===== src/rtl/pef_pkg.sv =====
package pef_pkg;

  localparam logic [2:0] ADR_FILT    = 3'd0;
  localparam logic [2:0] ADR_MASK    = 3'd1;
  localparam logic [2:0] ADR_MODE_LO = 3'd2;
  localparam logic [2:0] ADR_MODE_HI = 3'd3;
  localparam logic [2:0] ADR_FLAGS   = 3'd4;
  localparam logic [2:0] ADR_PINS    = 3'd5;

  typedef enum logic [1:0] {
    EDGE_ANY  = 2'b00,
    EDGE_RISE = 2'b01,
    EDGE_FALL = 2'b10,
    EDGE_OFF  = 2'b11
  } edgeMode_t;

  typedef struct packed {
    logic wrFilt;
    logic wrMask;
    logic wrModeLo;
    logic wrModeHi;
    logic clrFlags;
  } ctlStrobes_t;

endpackage


===== src/rtl/pef_sync.sv =====
module pef_sync #(
  parameter int W = 32
) (
  input  logic         clk,
  input  logic         rstN,
  input  logic [W-1:0] din,
  output logic [W-1:0] dout
);

  logic [W-1:0] stage1;
  logic [W-1:0] stage2;

  always_ff @(posedge clk or negedge rstN) begin
    if (!rstN) begin
      stage1 <= '0;
      stage2 <= '0;
    end else begin
      stage1 <= din;
      stage2 <= stage1;
    end
  end

  assign dout = stage2;

endmodule


===== src/rtl/pef_ctrl.sv =====
module pef_ctrl
  import pef_pkg::*;
#(
  parameter int NPINS = 32,
  parameter int DW    = 32
) (
  input  logic               wrEn,
  input  logic [2:0]         wrAddr,
  input  logic [2:0]         rdAddr,
  input  logic [NPINS-1:0]   filtEn,
  input  logic [NPINS-1:0]   irqMask,
  input  logic [2*NPINS-1:0] modeVec,
  input  logic [NPINS-1:0]   flags,
  input  logic [NPINS-1:0]   pinLevel,
  output ctlStrobes_t        str,
  output logic [DW-1:0]      rdData
);

  localparam int MW = 2 * DW;

  logic [MW-1:0] modeWide;
  assign modeWide = MW'(modeVec);

  always_comb begin
    str          = '0;
    str.wrFilt   = wrEn && (wrAddr == ADR_FILT);
    str.wrMask   = wrEn && (wrAddr == ADR_MASK);
    str.wrModeLo = wrEn && (wrAddr == ADR_MODE_LO);
    str.wrModeHi = wrEn && (wrAddr == ADR_MODE_HI);
    str.clrFlags = wrEn && (wrAddr == ADR_FLAGS);
  end

  always_comb begin
    case (rdAddr)
      ADR_FILT:    rdData = DW'(filtEn);
      ADR_MASK:    rdData = DW'(irqMask);
      ADR_MODE_LO: rdData = modeWide[DW-1:0];
      ADR_MODE_HI: rdData = modeWide[MW-1:DW];
      ADR_FLAGS:   rdData = DW'(flags);
      ADR_PINS:    rdData = DW'(pinLevel);
      default:     rdData = '0;
    endcase
  end

endmodule


===== src/rtl/pef_datapath.sv =====
module pef_datapath
  import pef_pkg::*;
#(
  parameter int NPINS = 32,
  parameter int DW    = 32
) (
  input  logic               clk,
  input  logic               rstN,
  input  logic [NPINS-1:0]   pinIn,
  input  ctlStrobes_t        str,
  input  logic [DW-1:0]      wrData,
  output logic [NPINS-1:0]   pinLevel,
  output logic [NPINS-1:0]   filtEn,
  output logic [NPINS-1:0]   irqMask,
  output logic [2*NPINS-1:0] modeVec,
  output logic [NPINS-1:0]   flags,
  output logic               irq
);

  localparam int PER_WORD = DW / 2;

  logic [NPINS-1:0] syncLvl;
  logic [NPINS-1:0] lastSample;
  logic [NPINS-1:0] filtLvl;
  logic [NPINS-1:0] detIn;
  logic [NPINS-1:0] prevDet;
  logic [NPINS-1:0] evVec;
  logic [NPINS-1:0] clrVec;
  logic [NPINS-1:0] offMask;

  pef_sync #(.W(NPINS)) u_sync (
    .clk  (clk),
    .rstN (rstN),
    .din  (pinIn),
    .dout (syncLvl)
  );

  assign pinLevel = syncLvl;

  // Config registers
  always_ff @(posedge clk or negedge rstN) begin
    if (!rstN) begin
      filtEn  <= '0;
      irqMask <= '0;
    end else begin
      if (str.wrFilt) filtEn  <= wrData[NPINS-1:0];
      if (str.wrMask) irqMask <= wrData[NPINS-1:0];
    end
  end

  // Two-sample filter: accept a level once it matched the previous sample
  always_ff @(posedge clk or negedge rstN) begin
    if (!rstN) begin
      lastSample <= '0;
      filtLvl    <= '0;
    end else begin
      lastSample <= syncLvl;
      filtLvl    <= (filtLvl & (syncLvl ^ lastSample)) | (syncLvl & ~(syncLvl ^ lastSample));
    end
  end

  assign detIn = (filtEn & filtLvl) | (~filtEn & syncLvl);

  always_ff @(posedge clk or negedge rstN) begin
    if (!rstN) prevDet <= '0;
    else       prevDet <= detIn;
  end

  for (genvar p = 0; p < NPINS; p++) begin : g_pin
    localparam int WSEL = p / PER_WORD;
    localparam int OFS  = 2 * (p % PER_WORD);

    edgeMode_t mode;
    logic      wrThis;
    logic      ev;

    if (WSEL == 0) begin : g_lo
      assign wrThis = str.wrModeLo;
    end else begin : g_hi
      assign wrThis = str.wrModeHi;
    end

    always_ff @(posedge clk or negedge rstN) begin
      if (!rstN)       mode <= EDGE_OFF;
      else if (wrThis) mode <= edgeMode_t'(wrData[OFS +: 2]);
    end

    always_comb begin
      case (mode)
        EDGE_ANY:  ev = detIn[p] ^ prevDet[p];
        EDGE_RISE: ev = detIn[p] & ~prevDet[p];
        EDGE_FALL: ev = ~detIn[p] & prevDet[p];
        default:   ev = 1'b0;
      endcase
    end

    assign evVec[p]         = ev;
    assign modeVec[2*p +: 2] = mode;
    assign offMask[p]       = (mode == EDGE_OFF);
  end

  assign clrVec = str.clrFlags ? wrData[NPINS-1:0] : '0;

  always_ff @(posedge clk or negedge rstN) begin
    if (!rstN) flags <= '0;
    else       flags <= (flags & ~clrVec) | evVec;
  end

  assign irq = |(flags & irqMask);

  AST_FLAG_STICKY: assert property (@(posedge clk) disable iff (!rstN)
    (($past(flags) & ~$past(clrVec) & ~flags) == '0));

  AST_EVENT_WINS: assert property (@(posedge clk) disable iff (!rstN)
    (($past(evVec) & ~flags) == '0));

  AST_FILT_TWO_SAMPLE: assert property (@(posedge clk) disable iff (!rstN)
    (((filtLvl ^ $past(filtLvl)) & ($past(syncLvl) ^ $past(syncLvl, 2))) == '0));

  AST_MODE_OFF_SILENT: assert property (@(posedge clk) disable iff (!rstN)
    ((flags & ~$past(flags) & $past(offMask)) == '0));

endmodule


===== src/rtl/pin_event_filter.sv =====
module pin_event_filter
  import pef_pkg::*;
#(
  parameter int NPINS = 32,
  parameter int DW    = 32
) (
  input  logic             clk,
  input  logic             rstN,
  input  logic [NPINS-1:0] pinIn,
  output logic [NPINS-1:0] pinLevel,
  input  logic             wrEn,
  input  logic [2:0]       wrAddr,
  input  logic [DW-1:0]    wrData,
  input  logic [2:0]       rdAddr,
  output logic [DW-1:0]    rdData,
  output logic             irq
);

  ctlStrobes_t        str;
  logic [NPINS-1:0]   filtEn;
  logic [NPINS-1:0]   irqMask;
  logic [2*NPINS-1:0] modeVec;
  logic [NPINS-1:0]   flags;

  pef_ctrl #(.NPINS(NPINS), .DW(DW)) u_ctrl (
    .wrEn     (wrEn),
    .wrAddr   (wrAddr),
    .rdAddr   (rdAddr),
    .filtEn   (filtEn),
    .irqMask  (irqMask),
    .modeVec  (modeVec),
    .flags    (flags),
    .pinLevel (pinLevel),
    .str      (str),
    .rdData   (rdData)
  );

  pef_datapath #(.NPINS(NPINS), .DW(DW)) u_dp (
    .clk      (clk),
    .rstN     (rstN),
    .pinIn    (pinIn),
    .str      (str),
    .wrData   (wrData),
    .pinLevel (pinLevel),
    .filtEn   (filtEn),
    .irqMask  (irqMask),
    .modeVec  (modeVec),
    .flags    (flags),
    .irq      (irq)
  );

endmodule


===== config.mk =====
export PLATFORM = sky130hd
export DESIGN_NAME = pin_event_filter
export DESIGN_NICKNAME = d
export VERILOG_FILES = /design/src/rtl/pef_pkg.sv /design/src/rtl/pef_sync.sv /design/src/rtl/pef_ctrl.sv /design/src/rtl/pef_datapath.sv /design/src/rtl/pin_event_filter.sv
export SDC_FILE = /design/constraint.sdc
export NUM_CORES = 1
export LEC_CHECK = 0
export BUFFER_PORTS_ARGS = -buffer_cell sky130_fd_sc_hd__clkbuf_2
export CAP_MARGIN = 20
export CORE_MARGIN = 4
export CORE_UTILIZATION = 59
export CTS_CLUSTER_DIAMETER = 120
export DETAILED_ROUTE_END_ITERATION = 16
export MAX_ROUTING_LAYER = met4
export PLACE_DENSITY = 0.79
export SYNTH_ARGS = -nofsm -noshare
export SYNTH_HDL_FRONTEND = slang
export SYNTH_SLANG_ARGS = --single-unit

===== constraint.sdc =====
create_clock -name clk -period 1.9 [get_ports clk]
set_input_delay 0.38 -clock clk [delete_from_list [all_inputs] [get_ports clk]]
set_output_delay 0.38 -clock clk [all_outputs]
set_load 0.1 [all_outputs]

==> results of run 1 <==
==> layer usage <==
metal	global-route usage [%]	vias up	share of wire, %
met2	54.6	716	48
met4	20.7	0	6.4
li1	-	4329	-
met5	-	-	0
met1	41.9	5283	36
met3	7.38	225	8.9
==> critical path, cell delays in order (launching register included) <==
cell and delay [ns]:
dfrtp_1 0.43, a22oi_2 0.36, nand4_1 0.20, or4_4 0.50
buf_12 0.19
==> cell usage after synthesis, drive strengths merged <==
master   instances
a22oi          112
nand4b           1
a21oi           27
nor3             1
mux2            96
nor4b            1
buf             26
nand4            4
inv            101
or4              1
and3b            2
clkbuf          14
ha              64
dfstp           64
o21ai           64
nor2            27
nand4bb          1
mux2i           37
nor4bb           2
maj3            32
nor3b            3
nand3           32
nand2           32
o211ai          32
nand3b          32
dfrtp          256
==> area by class of cell <==
type                            instances  area [µm²]
Clock buffer                           51        1050
Tap cell                              285         357
Inverter                              101         379
Clock inverter                         12         123
Fill cell                            1065        4110
Timing Repair Buffer                  261        2830
Sequential cell                       320        8120
Multi-Input combinational cell        603        5680
==> state kept, by name, indices dropped and copies added, names as in the netlist, named ones only <==
register / cells
u_dp.g_pin.mode: 64
u_dp.filtEn: 32
u_dp.flags: 32
u_dp.irqMask: 32
u_dp.lastSample: 32
u_dp.prevDet: 32
u_dp.u_sync.dout: 32
u_dp.u_sync.stage1: 32
==> cell families (layout without fill, tap and decap cells) <==
family                   count (synthesis)  after routing  synth area share (%)
adder cells (fa/ha/maj)                 96             96                  8.26
flip-flops                             320            320                  59.6
AO/OA/AOI/OAI                          235            235                  11.3
multiplexers                           133            133                  10.7
AND/OR/NAND/NOR                        139            139                  5.77
buffers and inverters                  141            425                  4.39
==> final timing paths <==
path                                                 start                            endpoint  slack [ns]  cells after the start
max                           u_dp.irqMask[15]$_DFFE_PN0P_                                 irq       -0.69                      4
min                                             wrData[31]  u_dp.g_pin[15].mode[1]$_DFFE_PN1P_        0.13                      2
max reg2reg                     u_dp.filtEn[0]$_DFFE_PN0P_             u_dp.flags[0]$_DFF_PN0_        0.06                      6
min reg2reg                u_dp.u_sync.stage1[3]$_DFF_PN0_       u_dp.u_sync.dout[3]$_DFF_PN0_        0.33                      0
max in group asynchronous                             rstN   u_dp.g_pin[1].mode[0]$_DFFE_PN1P_        0.85                      3
min in group asynchronous                             rstN    u_dp.u_sync.stage1[17]$_DFF_PN0_        0.32                      2
==> per-stage QoR <==
step	area, µm²	hold WS, ns	util, %	total power (W)
detailed placement	16000	0.270	70.8	0.0136
floorplan	13800	0.0844	-	0.0116
global placement	16000	0.268	70.8	0.0133
CTS	18500	0.116	81.8	0.0208
finish	18500	0.127	81.8	0.0212
global route	18500	0.146	81.8	0.0220
==> power groups by stage <==
stage | sequential [W] | clock, W | combinational [W]
global placement | 0.00902 | 0 | 0.00430
CTS | 0.00910 | 0.00692 | 0.00482
detailed placement | 0.00908 | 0 | 0.00447
floorplan | 0.00898 | 0 | 0.00266
finish | 0.00925 | 0.00693 | 0.00505
global route | 0.00933 | 0.00730 | 0.00534
==> repair_timing <==
| item | 4_1_cts | 5_1_grt |
|---|---|---|
| hold buffers | 33 | 0 |
| hold endpoints to repair | 55 | 0 |
| cloned | 13 | 0 |
| pin swaps | 63 | 40 |
| endpoints found under the setup margin | 33 | 37 |
| resized for setup | 122 | 34 |
| buffers inserted | 12 | 6 |
==> impl_results.md, run 1 <==
- Placer Congestion: 0.850
- Crit path kind: flip-flop to primary output
- Maximum fanout along the worst path: 3
- Critical path startpoint category: flip-flop
- Drt initial violations: 1,165
- Worst-margin pin slew: 0.556 ns
- Clock Latency Late Sink: 0.53 ns
- Final ANT Viol Nets: 0
- Fin cells: 1,633
- Fin. Hold Viols: 0
- Die Ht: 160 µm
- Max frequency: 386 MHz
- Clock share of power: 32.6%
- Synth-to-Final Area Change: 36.5%
- Gate Count Post-Synth: 1,064
- Die W: 160 µm
- Post-route DRC violation count: 0
- Worst EP required: 1.52 ns
- Via count: 10,600
- Commonest cells after routing, fill and taps aside: 232 x dfrtp_1, 101 x inv_1, 96 x clkbuf_2
- Number of global-route vias before repair: 11,600
- Lkg Pwr: 8.26 nW
- Io pins: 138
- Maxcap violations: 0
- Setup WS post-layout: -0.690 ns
- Clock root buffer: clkbuf_16
- Final wirelength: 44.0 mm
- Final slew viol count: 0
- Synth top area cells: dfrtp_1 47%, dfstp_2 12%, a22oi_1 6.2%
- Pwr dens: 1150 mW/mm²
- Finish-stage setup viols: 33
- Switching part of the total: 32.9%
- FF+latch count, synth: 320
- CTS max path bufs: 3
- Peak VDD IR: 972 µV
- Mapped cell area: 0.0136 mm²
- Num CTS Buffers: 35
- Internal Pwr Total: 0.0142 W
- RSZ-0062 raised after global routing: yes
- First-pass GRT wire length: 67.0 mm
- Avg Inst Size Synth: 12.8 µm²
- Final period utilization: 136%
- HPWL Detailed: 22.9 mm
- Relative slew slack: 63.1%
- Drt pass-1 iters: 5
- Initial Util: 60.0%
- Area fraction of the dominant cell type after synthesis: 47.2%
- Total Routing Usage GR: 34.8%
- TritonCTS Sinks: 320
- Cell taking the most area after synthesis: dfrtp_1
- Final #Nets: 1,459
- Layout cells sized above 1: 40.3%
- P_sw: 0.00699 W
- CP arrival: 2.21 ns
- Initial antenna violation count: 0
- Status: finished with violations
- Syn Nets: 1,201
- Seq/Total Area, Yosys: 59.6%
- Largest net degree at the start of global routing: 73
- Reg clk slew, reported paths: 0.06 ns
- Hold Path Class: primary input to flip-flop
- Die area: 0.0255 mm²
- Placed insts: 1,516
- Vias per Instance: 6.46
- CORE AREA: 0.0226 mm²
- Core Rows: 55
- Ys Warns: 0
- TritonCTS clock tree: done
- # diodes: 0
- Synth unique cells: 30
- H-tree levels: 2
- Port bufs: 137
- WL/cell: 27.0 µm
- Tmin final: 2.59 ns
- Commonest non-fill, non-tap cell in the layout: dfrtp_1
- Worst clock skew: 0.00923 ns
- Post-route setup TNS: -4.73 ns
- Failing checks: negative setup slack
- Share of power burned in registers: 43.6%
- Gr ovfl total: 0
- Crit end category: primary output
- Combinational power share: 23.8%
- Worst slack, placed: -0.187 ns
Power figures use the tool's default switching activity.
==> run 2, diff against run 1 <==
Settings changed: MAX_ROUTING_LAYER met4 to default, PLACE_DENSITY 0.79 to 0.76.
==> impl_results.md, run 2 (synthesis gave the netlist of run 1 again) <==
- Status: finished with violations
- Failing checks: negative setup slack
- Relative slew slack: 63.7%
- Number of global-route vias before repair: 11,200
- RSZ-0062 raised after global routing: yes
- Reg2Reg Depth: 6
- Max reg flops: 64
- Pwr dens: 1140 mW/mm²
- Largest net degree at the start of global routing: 65
- Total Routing Usage GR: 31.9%
- First-pass GRT wire length: 63.8 mm
- Commonest non-fill, non-tap cell in the layout: dfrtp_1
- Vias per Instance: 6.29
- Placed cell area: 0.0159 mm²
- Final period utilization: 136%
- Worst EP required: 1.52 ns
- Worst clock skew: 0.0222 ns
- Via count: 10,300
- Clock share of power: 32.7%
- Multi-input combinational cell area: 0.00560 mm²
- Die Ht: 160 µm
- Final #Nets: 1,457
- Finished Cell Area: 0.0184 mm²
- Final wirelength: 40.4 mm
- CP bufs+invs: 1
- Tmin final: 2.59 ns
- Critical path startpoint category: flip-flop
- Internal reg-to-reg setup slack: 0.17 ns
- CP max stage cell: or4_4
- Register area: 0.00812 mm²
- Hold depth: 3
- Maximum fanout along the worst path: 3
- Finish-stage setup viols: 33
- HPWL Detailed: 22.5 mm
- P_sw: 0.00675 W
- CP arrival: 2.21 ns
- Layout cells sized above 1: 38.8%
- Drt pass-1 iters: 6
- Gr ovfl total: 0
- Max frequency: 387 MHz
- Placed insts: 1,515
- Switching part of the total: 32.1%
- R2R Path Start: u_dp.filtEn[26]$_DFFE_PN0P_
- Fillers: 1,125
- CORE AREA: 0.0226 mm²
- Clock root buffer: clkbuf_16
- Hold Path Class: primary input to flip-flop
- Share of power burned in registers: 43.6%
- TritonCTS clock tree: done
- Worst slack, placed: -0.118 ns
- Crit end category: primary output
- Final slew viol count: 0
- CTS max path bufs: 3
- Synth-to-Final Area Change: 35.4%
- CP cell instances: a22oi_1 > nand4_1 > or4_4 > buf_12
- Internal Pwr Total: 0.0143 W
- Commonest cells after routing, fill and taps aside: 232 x dfrtp_1, 101 x inv_1, 99 x clkbuf_2
- Setup WS post-layout: -0.685 ns
- Lkg Pwr: 8.24 nW
- Post-route DRC violation count: 0
- Reg clk slew, reported paths: 0.06 ns
- Worst Hold Launch: wrData[2]
- Die W: 160 µm
- Final ANT Viol Nets: 0
- Combinational power share: 23.7%
- Initial antenna violation count: 1
- Io pins: 138
- TritonCTS Sinks: 320
- Worst-margin pin slew: 0.546 ns
- Fin cells: 1,631
- Critical Path Max Stage Delay: 0.51 ns
- Most flops, register: u_dp.g_pin.mode
- Post-route setup TNS: -3.01 ns
- Clock Latency Late Sink: 0.53 ns
- H-tree levels: 2
- Port bufs: 137
- # diodes: 0
- Core Rows: 55
- Hold worst-path end: u_dp.g_pin[17].mode[0]$_DFFE_PN1P_
- Hold Slack: 0.120 ns
- R2R Path End: u_dp.flags[26]$_DFF_PN0_
- Maxcap violations: 0
- Drt initial violations: 793
- Initial Util: 60.0%
- WL/cell: 24.8 µm
- Peak VDD IR: 847 µV
- Die area: 0.0255 mm²
- Num CTS Buffers: 34
- Crit path max-delay family: simple AND/OR/NAND/NOR gates
- Placer Congestion: 0.854
- Fin. Hold Viols: 0
- Crit path kind: flip-flop to primary output
run 2: cell count changes in the layout (fill, tap and decap cells not counted), sizes merged:
cell,delta
clkinvlp,-1
clkinv,-3
inv,-1
clkbuf,+8
buf,-5
run 2: power by group through the flow:
stage | clock network, W | logic [W] | registers (W)
after floorplan | 0 | 0.00266 | 0.00898
after global placement | 0 | 0.00433 | 0.00901
after detailed placement | 0 | 0.00448 | 0.00907
after CTS | 0.00689 | 0.00486 | 0.00906
after global routing | 0.00725 | 0.00532 | 0.00926
final | 0.00687 | 0.00499 | 0.00917
run 2: metal layers:
metal | global-route usage, % | routed length [µm]
met1 | 39.7 | 15200
met2 | 50.7 | 19000
met3 | 7.77 | 3400
met4 | 20.0 | 2790
met5 | 0 | 13
run 2: through the flow:
| stage | total power [W] | util [%] |
|---|---|---|
| after floorplan | 0.0116 | - |
| after global placement | 0.0133 | 70.4 |
| after detailed placement | 0.0135 | 70.4 |
| after CTS | 0.0208 | 81.0 |
| after global routing | 0.0218 | 81.2 |
| final | 0.0210 | 81.2 |
run 2: what timing repair did:
action / CTS / global route
endpoints found under the hold margin: 66 / 0
gates resized for setup: 123 / 17
endpoints found under the setup margin: 33 / 34
pin swaps: 60 / 24
hold buffers: 33 / 0
buffers inserted: 12 / 2
gates cloned: 10 / 0
run 2: final cells by class:
class / instances / share of cell area, %
inverters: 101 / 2.06
clock buffers: 55 / 5.84
clock inverters: 7 / 0.477
well taps: 285 / 1.94
flip-flops and latches: 320 / 44.2
repair buffers: 260 / 15.1
multi-input cells: 603 / 30.4
run 2: worst max path at each step:
stage,slack (ns),depth (start not counted),endpoint,startpoint
after CTS,-0.62,5,irq,u_dp.flags[9]$_DFF_PN0_
after global routing,-0.71,5,irq,u_dp.flags[9]$_DFF_PN0_
final,-0.69,4,irq,u_dp.irqMask[18]$_DFFE_PN0P_
after detailed placement,-0.12,7,rdData[22],rdAddr[1]
after floorplan,0.009,5,rdData[31],rdAddr[2]
after global placement,-0.11,4,irq,u_dp.flags[15]$_DFF_PN0_
run 2: worst register-to-register path, cell delays in order (launching register included):
cell and delay [ns]:
dfrtp_1 0.42, mux2i_1 0.35, inv_1 0.13, ha_1 0.29
nor2_1 0.15, a21oi_1 0.06, o211ai_1 0.22
==> run 3, diff against run 2 <==
Settings changed: CORE_UTILIZATION 59 to 53, PLACE_DENSITY 0.76 to 0.72.
Clock period 1.9 ns to 2.1 ns, I/O delays scaled along.
==> impl_results.md, run 3 (synthesis gave the netlist of run 1 again) <==
- Clock share of power: 33.4%
- Failing checks: negative setup slack
- Crit path launch: u_dp.irqMask[19]$_DFFE_PN0P_
- Drt initial violations: 773
- Finish-stage setup viols: 8
- Status: finished with violations
- Initial Util: 53.9%
- Number of global-route vias before repair: 9,882
- Combinational power share: 21.8%
- CTS max path bufs: 3
- Final period utilization: 120%
- Total Routing Usage GR: 24.1%
- Die area: 0.0282 mm²
- Io pins: 138
- Vias per Instance: 5.90
- CORE AREA: 0.0252 mm²
- Port bufs: 137
- Commonest non-fill, non-tap cell in the layout: dfrtp_1
- Final slew viol count: 0
- Max frequency: 397 MHz
- Setup WS post-layout: -0.421 ns
- Clock Latency Late Sink: 0.51 ns
- Final wirelength: 36.4 mm
- Clock root buffer: clkbuf_16
- Initial antenna violation count: 0
- Post-route DRC violation count: 0
- Crit path kind: flip-flop to primary output
- Final ANT Viol Nets: 0
- Crit end category: primary output
- Max reg flops: 64
- Final #Nets: 1,388
- Num CTS Buffers: 35
- Placed insts: 1,528
- Lkg Pwr: 7.84 nW
- Fin. Hold Viols: 0
- Layout cells sized above 1: 33.7%
- Drt pass-1 iters: 5
- Tmin final: 2.52 ns
- Critical path startpoint category: flip-flop
- Core Rows: 58
- Hold Path Class: primary input to flip-flop
- Largest net degree at the start of global routing: 71
- Die Ht: 168 µm
- Hold depth: 1
- Gr ovfl total: 0
- # diodes: 0
- Relative slew slack: 63.5%
- Reg2Reg Depth: 6
- R2R Path End: u_dp.flags[6]$_DFF_PN0_
- Hold worst-path end: u_dp.u_sync.stage1[23]$_DFF_PN0_
- Switching part of the total: 31.5%
- First-pass GRT wire length: 54.2 mm
- HPWL Detailed: 22.1 mm
- Maximum fanout along the worst path: 3
- H-tree levels: 2
- Pwr dens: 1060 mW/mm²
- Peak VDD IR: 857 µV
- P_sw: 0.00578 W
- CP arrival: 2.10 ns
- Worst EP required: 1.68 ns
- Commonest cells after routing, fill and taps aside: 256 x dfrtp_1, 101 x inv_1, 100 x clkbuf_2
- Placer Congestion: 0.785
- RSZ-0062 raised after global routing: yes
- TritonCTS clock tree: done
- Via count: 9,478
- Internal Pwr Total: 0.0126 W
- Worst clock skew: 0.0105 ns
- Internal reg-to-reg setup slack: 0.53 ns
- Maxcap violations: 0
- Reg clk slew, reported paths: 0.06 ns
- Most flops, register: u_dp.g_pin.mode
- CP cell instances: a22oi_1 > nand4_1 > or4_4 > buf_12
- TritonCTS Sinks: 320
- WL/cell: 22.6 µm
- CP max stage cell: or4_4
- Final core occ: 68.9%
- Die W: 168 µm
- R2R Path Start: u_dp.filtEn[6]$_DFFE_PN0P_
- Worst-margin pin slew: 0.550 ns
- Fin cells: 1,607
- Worst Hold Launch: pinIn[23]
- Synth-to-Final Area Change: 27.8%
- Share of power burned in registers: 44.8%
- Critical Path Max Stage Delay: 0.49 ns
==> run 3: per-stage QoR <==
stage / area [µm²] / total power (W) / hold slack, ns / setup TNS (ns) / worst slack (ns)
final: 17300 / 0.0183 / 0.0134 / -0.500 / -0.421
after global routing: 17300 / 0.0192 / 0.00436 / -0.986 / -0.437
after CTS: 16800 / 0.0183 / 0.00140 / -0.431 / -0.431
after detailed placement: 15600 / 0.0121 / 0.332 / -0.0275 / -0.0275
after global placement: 15600 / 0.0119 / 0.331 / -0.0255 / -0.0255
after floorplan: 13700 / 0.0105 / 0.124 / 0 / 0.0485
==> run 3: cell type report <==
class	instances	area (µm²)
sequential	320	8090
fill	1685	7840
multi-input combinational	603	5370
timing repair buffer	190	1950
clock buffer	54	1050
tap	330	413
inverter	101	379
clock inverter	9	103
==> run 3: critical path, delay by kind of cell (launching register included) <==
family          cells  cell delay [ns]
simple gates        2             0.69
flops               1             0.41
buf+inv             1             0.19
compound gates      1             0.30
==> run 3: layer usage <==
| metal | routed length [µm] | global-route usage, % | share of wire (%) |
|---|---|---|---|
| met1 | 15100 | 33.6 | 42 |
| met2 | 17500 | 39.6 | 48 |
| met3 | 2460 | 3.43 | 6.8 |
| met4 | 1330 | 7.66 | 3.6 |
| met5 | 0 | 0 | 0 |
==> run 3: worst max-delay path by stage <==
stage	to	slack [ns]	cells past startpoint
global route	irq	-0.44	5
CTS	irq	-0.43	4
global placement	irq	-0.03	4
detailed placement	irq	-0.03	4
finish	irq	-0.42	4
floorplan	rdData[31]	0.05	2
==> run 3: power groups by stage <==
stage	Clock, W	Combinational (W)	Sequential, W
finish	0.00613	0.00399	0.00822
global route	0.00651	0.00432	0.00833
CTS	0.00624	0.00389	0.00814
detailed placement	0	0.00385	0.00822
global placement	0	0.00373	0.00817
floorplan	0	0.00237	0.00812
==> run 3: repair_timing <==
item / in CTS / in global routing
cloned: 0 / 9
hold buffers: 2 / 0
pin swaps: 1 / 23
endpoints found under the setup margin: 3 / 33
hold endpoints to repair: 23 / 0
setup buffers: 0 / 5
resized for setup: 6 / 56
